### src/rtl/exc_cls_pkg.sv
package exc_cls_pkg;

    localparam int NCAUSE = 4;
    localparam int VEC_W  = 8;

    // cause bit positions, lowest index has highest priority
    localparam int C_SLOT = 0;
    localparam int C_GEN  = 1;
    localparam int C_TRAP = 2;
    localparam int C_FP   = 3;

    typedef struct packed {
        logic              in_slot;
        logic              raise;
        logic [NCAUSE-1:0] cause;
        logic [VEC_W-1:0]  vector;
    } cls_state_t;

endpackage

### src/rtl/exc_cond_eval.sv
module exc_cond_eval
    import exc_cls_pkg::*;
(
    input  logic              in_slot,
    input  logic              undef,
    input  logic              trap,
    input  logic              dly_branch,
    input  logic              pc_write,
    input  logic              fp_op,
    input  logic              fp_inval,
    input  logic              fp_divz,
    output logic [NCAUSE-1:0] hit
);

    always_comb begin
        hit         = '0;
        hit[C_SLOT] = in_slot & (undef | pc_write | dly_branch);
        hit[C_GEN]  = ~in_slot & undef;
        hit[C_TRAP] = trap;
        hit[C_FP]   = fp_op & (fp_inval | fp_divz);
    end

endmodule

### src/rtl/exc_prio_pick.sv
module exc_prio_pick #(
    parameter int N = 4
) (
    input  logic [N-1:0] req,
    output logic [N-1:0] grant
);

    for (genvar i = 0; i < N; i++) begin : g_pick
        if (i == 0) begin : g_first
            assign grant[i] = req[i];
        end else begin : g_rest
            assign grant[i] = req[i] & ~(|req[i-1:0]);
        end
    end

endmodule

### src/rtl/exc_classifier.sv
module exc_classifier
    import exc_cls_pkg::*;
#(
    parameter logic [VEC_W-1:0] VEC_SLOT = 8'd6,
    parameter logic [VEC_W-1:0] VEC_GEN  = 8'd4,
    parameter logic [VEC_W-1:0] VEC_FP   = 8'd9
) (
    input  logic             clk,
    input  logic             rst_n,
    input  logic             i_valid,
    input  logic             i_undef,
    input  logic             i_trap,
    input  logic [7:0]       i_trap_vec,
    input  logic             i_dly_branch,
    input  logic             i_pc_write,
    input  logic             i_fp_op,
    input  logic             i_fp_inval,
    input  logic             i_fp_divz,
    output logic             o_raise,
    output logic [3:0]       o_cause,
    output logic [7:0]       o_vector
);

    cls_state_t        st_d, st_q;
    logic [NCAUSE-1:0] hit;
    logic [NCAUSE-1:0] grant;
    logic [VEC_W-1:0]  vec_sel;
    logic              any_hit;

    exc_cond_eval u_eval (
        .in_slot    (st_q.in_slot),
        .undef      (i_undef),
        .trap       (i_trap),
        .dly_branch (i_dly_branch),
        .pc_write   (i_pc_write),
        .fp_op      (i_fp_op),
        .fp_inval   (i_fp_inval),
        .fp_divz    (i_fp_divz),
        .hit        (hit)
    );

    exc_prio_pick #(.N(NCAUSE)) u_pick (
        .req   (hit),
        .grant (grant)
    );

    always_comb begin
        vec_sel = '0;
        if (grant[C_SLOT])      vec_sel = VEC_SLOT;
        else if (grant[C_GEN])  vec_sel = VEC_GEN;
        else if (grant[C_TRAP]) vec_sel = i_trap_vec;
        else if (grant[C_FP])   vec_sel = VEC_FP;
    end

    assign any_hit = |hit;

    always_comb begin
        st_d       = st_q;
        st_d.raise = 1'b0;
        if (i_valid) begin
            if (any_hit) begin
                st_d.raise   = 1'b1;
                st_d.cause   = grant;
                st_d.vector  = vec_sel;
                st_d.in_slot = 1'b0;
            end else begin
                st_d.in_slot = i_dly_branch;
            end
        end
    end

    always_ff @(posedge clk) begin
        if (!rst_n) begin
            st_q <= '0;
        end else begin
            st_q <= st_d;
        end
    end

    assign o_raise  = st_q.raise;
    assign o_cause  = st_q.cause;
    assign o_vector = st_q.vector;

endmodule

### config.mk
export PLATFORM = sky130hd
export DESIGN_NAME = exc_classifier
export DESIGN_NICKNAME = d
export VERILOG_FILES = /design/src/rtl/exc_cls_pkg.sv /design/src/rtl/exc_cond_eval.sv /design/src/rtl/exc_prio_pick.sv /design/src/rtl/exc_classifier.sv
export SDC_FILE = /design/constraint.sdc
export NUM_CORES = 1
export LEC_CHECK = 0
export ABC_AREA = 1
export CAP_MARGIN = 25
export CORE_MARGIN = 2
export CORE_UTILIZATION = 45
export CTS_BUF_LIST = sky130_fd_sc_hd__clkbuf_4
export CTS_CLUSTER_SIZE = 30
export DETAILED_ROUTE_END_ITERATION = 10
export GPL_TIMING_DRIVEN = 0
export PLACE_DENSITY = 0.86
export SETUP_SLACK_MARGIN = 0.02
export SLEW_MARGIN = 20
export SYNTH_ARGS = -nofsm -noshare
export SYNTH_HDL_FRONTEND = slang
export SYNTH_SLANG_ARGS = --single-unit
### constraint.sdc
create_clock -name clk -period 1.7 [get_ports clk]
set_input_delay 0.34 -clock clk [delete_from_list [all_inputs] [get_ports clk]]
set_output_delay 0.34 -clock clk [all_outputs]
set_load 0.02 [all_outputs]
# Yosys cells after proc, flatten, opt, wreduce, memory -nomap -nowiden
# Cells that the tools add are included.
dict set report word_totals {
  inputBits 18
  output_inout_bits 13
  wordCells 28
  reg_bits 14
}
dict set report classes {
  n_reduce_logical 5
  muxes 6
  bitwise_logic 13
}
# cell count
set op_table {}
lappend op_table {{2-to-1 mux 8 bit} 3}
lappend op_table {{2-to-1 mux 13 bit} 1}
lappend op_table {{AND 1 bit} 6}
lappend op_table {{2-to-1 mux 4 bit} 1}
lappend op_table {{NOT 1 bit} 4}
lappend op_table {{AND reduction 2 bit} 2}
lappend op_table {{OR reduction 4 bit} 1}
lappend op_table {{bitwise OR 1 bit} 3}
lappend op_table {{OR reduction 3 bit} 1}
lappend op_table {{OR reduction 2 bit} 1}
lappend op_table {{2-to-1 mux 1 bit} 1}

# Depth between registers and ports, before layout
# Gate-level depths: netlist of run 1.
dict set report depth {
  depth_word 11
  mapped_depth 8
  depth_no_buf 8
}

# Modules after synthesis
# A second synthesis of run 1 with hierarchy kept.
dict set report unflattened {
  cells_unflattened 130
  hier_area_um2 853.3
}
# mod area_per_inst_um2 cells_per_inst seq_area_each_um2 instances
set by_module_without_submodules {}
lappend by_module_without_submodules {exc_classifier 777.0 113 280.3 1}
lappend by_module_without_submodules {exc_cond_eval 38.8 8 0.0 1}
lappend by_module_without_submodules {exc_prio_pick 37.5 9 0.0 1}

# Worst setup path after synthesis of run 1
# Ideal clock, no wire load.
dict set report synth_path {
  path_type {in2reg}
  startpoint {in i_pc_write}
  endpoint {reg st_q (netlist bit o_cause[1])}
  required_ns 1.629
  cell_stages 8
  path_buffers 1
  path_slack_ns 0.529
  setup_ns 0.071
  arrival_time_ns 1.101
  cell_sequence {nor2_1 -> nand2_1 -> nand2_2 -> nand3_2 -> nand2_4 -> buf_12 -> nand2_2 -> a21oi_2}
}
dict set report synth_between {
  elab_chain_cells 5
  word_cells_on_any_way 7
  cone_classes {bitwise (5); reduce/logical (2)}
}
# element line
set synth_lines {}
lappend synth_lines {{start, declared} exc_classifier.sv:15} ;# input logic i_pc_write,
lappend synth_lines {{bitwise OR 1 bit (*) (2 in a row)} exc_cond_eval.sv:17} ;# hit[C_SLOT] = in_slot & (undef | pc_write | dly_branch);
lappend synth_lines {{AND 1 bit (*)} exc_cond_eval.sv:17}
lappend synth_lines {{OR reduction 4 bit / NOT 1 bit (equally long branches)} {exc_classifier.sv:55, exc_prio_pick.sv:12}}
lappend synth_lines {{AND reduction 2 bit (no source line) / AND 1 bit (equally long branches)} -}
lappend synth_lines {{end signal, assigned} exc_classifier.sv:76} ;# st_q <= st_d;
lappend synth_lines {{end, declared} exc_classifier.sv:24} ;# cls_state_t st_d, st_q;
# Every way passes the cells marked *; elsewhere a longest branch is shown, timed or not.
# A chain may end at the register's enable or synchronous reset.

# Final worst setup path of run 1
dict set report layout_path {
  startpoint {reg st_q (netlist bit o_vector[0])}
  endpoint {out o_vector[0]}
}
# element line
set layout_lines {}
lappend layout_lines {{end, declared} exc_classifier.sv:21} ;# output logic [7:0] o_vector
# No word-level cell between the ends.

==> results of run 1 <==
## power by group
part	total [mW]	switching [mW]	leakage, nW	internal, mW
Sequential	0.351	0.00839	0.114	0.343
Combinational	0.172	0.0846	0.289	0.0873
Clock	0.196	0.111	0.0154	0.0852
Total	0.719	0.204	0.419	0.515
## state kept, by name, indices dropped and copies added, names as in the netlist
name and count:
o_vector 8, o_cause 4, o_raise 1, st_q 1
## placed cells by master, fill, tap and decap left out, types with 2 or more instances in the layout
master and count:
dfxtp_1 14, nand2_2 10, inv_1 11, clkdlybuf4s50_1 30, a21oi_1 3, nand2_1 19
nand3_1 2, a21oi_2 9, clkbuf_4 3, nor2_1 3, nand4_1 4
## cell families (layout without fill, tap and decap cells)
group / after synthesis / after routing
and+or+nand+nor: 42 / 42
buffers and inverters: 14 / 48
DFF: 14 / 14
AOI/OAI and AO/OA: 15 / 15
## stage by stage
step / setup TNS (ns) / power (mW) / setup WS (ns)
floorplan: 0 / 0.449 / 0.529
global placement: -0.309 / 0.528 / -0.0529
detailed placement: -0.464 / 0.531 / -0.0578
CTS: 0 / 0.724 / 0.100
global route: 0 / 0.749 / 0.0708
finish: 0 / 0.719 / 0.102
## worst paths after layout
path | to | slack [ns] | depth (start not counted)
worst max-delay path | o_vector[0] | 0.10 | 1
worst min-delay path | o_cause[2] | 0.47 | 2
worst max register to register | o_vector[2] | 0.44 | 7
worst min register to register | o_cause[2] | 0.47 | 2
## area by class of cell
| class | count | area, sq um |
|---|---|---|
| Buffer | 2 | 23.8 |
| Clock buffer | 3 | 22.5 |
| Clock inverter | 1 | 3.75 |
| Fill cell | 118 | 425 |
| Inverter | 12 | 45.0 |
| Multi-Input combinational cell | 57 | 333 |
| Sequential cell | 14 | 280 |
| Tap cell | 16 | 20.0 |
| Timing Repair Buffer | 30 | 300 |
## metal layers
layer | wire length, um | share of wire [%] | global-route usage (%) | up-vias
met1 | 649 | 45 | 21.5 | 297
met5 | 0 | 0 | 0 | -
met4 | 21 | 1.5 | 9.38 | 0
met3 | 39 | 2.7 | 4.26 | 3
met2 | 730 | 51 | 28.2 | 12
li1 | - | - | - | 337
==> impl_metrics.csv, run 1 <==
group,metric,value,unit
outcome,outcome,"finished clean",
layout,final_core_util,70.7,%
floorplan,ios,31,
global_route,grt_pass1_vias,616,
setup_path,cp_cell_sequence,"clkdlybuf4s50_1",
floorplan,num_rows,14,
synthesis,syn_area,682,sq um
detailed_routing,drt_pre_antenna_iters,4,
synthesis,synth_compound_area_share,16.7,%
placement,dp_cells,131,
timing,max_slew.worst_pin.slew,0.653,ns
global_route,overflow,0,
synthesis,synth_top_area_cell,"dfxtp_1",
setup_path,cp-startpoint,"o_vector[0]",
synthesis,ys.flop_type,"dfxtp_1",
timing,fin_crit_sh,94.0,%
placement,postPlaceCellArea,1000,sq um
timing,fin_crit,1.60,ns
synthesis,ys_types,19,
placement,gp_congestion,0.794,
synthesis,synth_seq_cells,14,
cts,clkTransAtPathRegs,0.09,ns
synthesis,synthArstFlopShare,0,%
setup_path,crit_family,"buffers and inverters",
synthesis,syn_avg_cell_area,8.02,sq um
timing,setup_viol,0,
synthesis,synthMuxAreaShare,0,%
layout,final_cells,135,
cts,cts_hold_buf,0,
setup_path,crit_fanout,2,
synthesis,synth_top_area_share,41.1,%
setup_path,required,1.36,ns
cts,ctsRootBufferMaster,"clkbuf_4",
floorplan,die_x,42.9,um
cts,cts_tree,"yes",
timing,skew,0.00744,ns
cts,cts_max_path_buffers,2,
synthesis,synth-edff-count,0,
cts,clk-insertion-delay-late,0.28,ns
setup_path,reg2reg_from,"st_q[13]",
setup_path,cp-end-kind,"output port",
detailed_routing,ant_nets,0,
setup_path,crit_buf_inv,1,
global_route,grt_util_all_layers,17.6,%
detailed_routing,wl_per_cell,10.7,um
placement,io_buffers,30,
power,p_leak,0.419,nW
timing,relSlewSlack,56.5,%
layout,syn_to_final_growth,50.8,%
synthesis,synth.area.top_cells,"dfxtp_1 (41%), a21oi_2 (12%), nand2_1 (10%), nand2_2 (9.2%), inv_1 (6.1%)",
detailed_routing,num_vias,649,
global_route,antenna_found_initial,0,
synthesis,synthTopCellsByCount,"nand2_1 (19), dfxtp_1 (14), inv_1 (11), nand2_2 (10), a21oi_2 (9)",
synthesis,synth_most_common_cell,"nand2_1",
cts,cts_sinks,14,
worst_hold_path,hold_start,"o_cause[2]",
floorplan,start_util,46.9,%
synthesis,synth_seq_area_share,41.1,%
synthesis,yosys_warnings,0,
cts,cts_buffers,3,
floorplan,core_area,1450,sq um
worst_hold_path,hold_class,"register to register",
layout,drive_gt1_share,23.5,%
timing,rsz0062_at_grt,"no",
floorplan,die-area,1840,sq um
global_route,grt_pass1_wl,2420,um
synthesis,yosys.area_share.adder,0,%
layout,antenna_cells,0,
detailed_routing,drt_wl_total,1440,um
setup_path,cp.arrival,1.26,ns
layout,postLayoutCellArea,1030,sq um
cts,cts_resized,0,
detailed_routing,post-route-drc-count,0,
timing,fmax,626,MHz
synthesis,syn_nets,103,
placement,post-dp-hpwl,1130,um
power,ir_drop,0.000581,V
setup_path,crit_type,"register to output port",
global_route,grt_max_degree,11,
timing,holdWs,0.465,ns
synthesis,synth_cells,85,
timing,hold_viol_final,0,
setup_path,worstSetupStartpointType,"register",
cts,post_cts_buffers,0,
floorplan,die_y,42.9,um
layout,fin_nets,138,
job,maxCapViolations,0,
power,pwr_density_cell,699,nW/um^2
setup_path,critPathSlowestCell,"clkdlybuf4s50_1",
synthesis,synth-xor-area-share,0,%
detailed_routing,via_per_inst,4.81,
cts,htree_levels,1,
setup_path,cpPeakStageDelay,0.62,ns
timing,drv_slew,0,
detailed_routing,drtIter0Drc,9,
synthesis,yosys.area_share.simple,32.1,%
synthesis,synth_top_family_by_area,"simple AND/OR/NAND/NOR gates",
No activity file was read; power rests on OpenSTA's default activity.
==> run 2: changes to the inputs <==
--- a/config.mk
+++ b/config.mk
@@ -9,2 +9,3 @@
 export CAP_MARGIN = 25
+export CORE_ASPECT_RATIO = 1.1
 export CORE_MARGIN = 2
--- a/constraint.sdc
+++ b/constraint.sdc
@@ -3,2 +3,2 @@
 set_output_delay 0.34 -clock clk [all_outputs]
-set_load 0.02 [all_outputs]
+set_load 0.1 [all_outputs]
==> impl_metrics.csv, run 2 (same netlist as run 1, synthesis figures left out) <==
group,metric,value,unit
detailed_routing,via_per_inst,4.83,
power,p_leak,0.424,nW
setup_path,cpPeakStageDelay,0.57,ns
global_route,antenna_found_initial,0,
timing,fin_tns_setup,0,ns
global_route,grt_pass1_vias,632,
power,pwr_density_cell,763,nW/um^2
detailed_routing,wl_per_cell,11.4,um
timing,fin_crit,1.55,ns
global_route,grt_pass1_wl,2510,um
placement,post-dp-hpwl,1180,um
detailed_routing,post-route-drc-count,0,
cts,clk-insertion-delay-late,0.28,ns
setup_path,cp.arrival,1.21,ns
setup_path,r2r_slack,0.44,ns
global_route,overflow,0,
job,maxCapViolations,0,
placement,dp_cells,131,
global_route,grt_max_degree,11,
floorplan,ios,31,
setup_path,crit_family,"buffers and inverters",
power,combPwrFrac,31.1,%
floorplan,die_y,44.8,um
cts,htree_levels,1,
cts,cts_hold_buf,0,
setup_path,cp-end-kind,"output port",
layout,mostFrequentLayoutCells,"nand2_1 (19), clkdlybuf4s50_1 (17), dfxtp_1 (14)",
power,clkPwrFrac,24.8,%
setup_path,crit_buf_inv,1,
placement,postPlaceCellArea,1000,sq um
floorplan,num_rows,14,
placement,io_buffers,30,
timing,max_slew.worst_pin.slew,0.672,ns
layout,drive_gt1_share,34.5,%
floorplan,die_x,41.1,um
cts,ctsRootBufferMaster,"clkbuf_4",
timing,relSlewSlack,55.2,%
power,seq_power_share,44.1,%
layout,postLayoutCellArea,1040,sq um
detailed_routing,drtIter0Drc,4,
detailed_routing,drt_wl_total,1540,um
timing,skew,0.00278,ns
setup_path,critPathSlowestCell,"clkdlybuf4s15_2",
layout,fin_nets,138,
power,net-switching-power,0.286,mW
cts,cts_buffers,3,
power,internal_power,0.511,mW
setup_path,worstSetupStartpointType,"register",
setup_path,required,1.36,ns
power,finalPower,0.797,mW
timing,hold_viol_final,0,
outcome,outcome,"finished clean",
floorplan,start_util,48.7,%
layout,final_common_cell,"nand2_1",
setup_path,crit_fanout,2,
timing,setup_viol,0,
layout,syn_to_final_growth,53.2,%
cts,cts_sinks,14,
layout,largest_register_ffs,8,
cts,clkTransAtPathRegs,0.09,ns
layout,final_cells,135,
cts,cts_max_path_buffers,2,
global_route,grt_util_all_layers,20.0,%
power,ir_drop,0.000552,V
timing,rsz0062_at_grt,"no",
layout,antenna_cells,0,
setup_path,crit_type,"register to output port",
setup_path,cp_cell_sequence,"clkdlybuf4s15_2",
detailed_routing,num_vias,652,
timing,drv_slew,0,
cts,cts_tree,"yes",
power,p_sw_share,35.9,%
placement,gp_congestion,0.835,
detailed_routing,ant_nets,0,
floorplan,die-area,1840,sq um
worst_hold_path,hold_class,"register to register",
timing,fmax,645,MHz
detailed_routing,drt_pre_antenna_iters,4,
floorplan,core_area,1400,sq um
timing,fin_crit_sh,91.2,%
-- run 2: metrics by stage --
stage                     utilization (%)  hold slack (ns)  setup slack (ns)
after floorplan                         -            0.438             0.402
after global routing                 74.6            0.489             0.118
final                                74.6            0.471             0.149
after CTS                            74.6            0.475             0.146
after global placement               71.5            0.450            -0.109
after detailed placement             71.5            0.461            -0.109
-- run 2: area by class of cell --
type | count | area, sq um
clock buffer | 3 | 22.5
fill | 120 | 357
multi-input combinational | 57 | 333
buffer | 2 | 23.8
tap | 16 | 20.0
sequential | 14 | 280
clock inverter | 1 | 3.75
timing repair buffer | 30 | 317
inverter | 12 | 45.0
-- run 2: power by group through the flow --
stage	clock [mW]	sequential (mW)	combinational, mW
3_3_place_gp	0	0.358	0.250
4_1_cts	0.204	0.352	0.250
5_1_grt	0.213	0.353	0.263
2_1_floorplan	0	0.455	0.0736
6_report	0.198	0.352	0.248
3_5_place_dp	0	0.359	0.253
-- run 2: routing by layer --
layer,GRT usage [%],up-vias,part of all wire (%)
li1,-,340,-
met1,22.0,290,42
met2,35.3,18,51
met3,3.45,4,4.6
met4,9.68,0,2.1
met5,0,-,0
-- run 2: what timing repair did --
action	in CTS	in global routing
buffers inserted	0	0
endpoints found under the setup margin	13	0
gates resized for setup	39	0
-- run 2: worst register-to-register path: cells and delay by family, from the launching register on --
family,cells,cell delay [ns]
and+or+nand+nor,5,0.58
DFF,1,0.35
buffers and inverters,1,0.16
AOI/OAI and AO/OA,1,0.07
-- run 2: path summary, 6_finish.rpt --
check,depth (start not counted),start,to
setup / recovery,1,o_cause[2],o_cause[2]
hold / removal,2,o_cause[0],o_cause[0]
setup reg to reg,7,st_q[13],o_vector[2]
hold reg to reg,2,o_cause[0],o_cause[0]
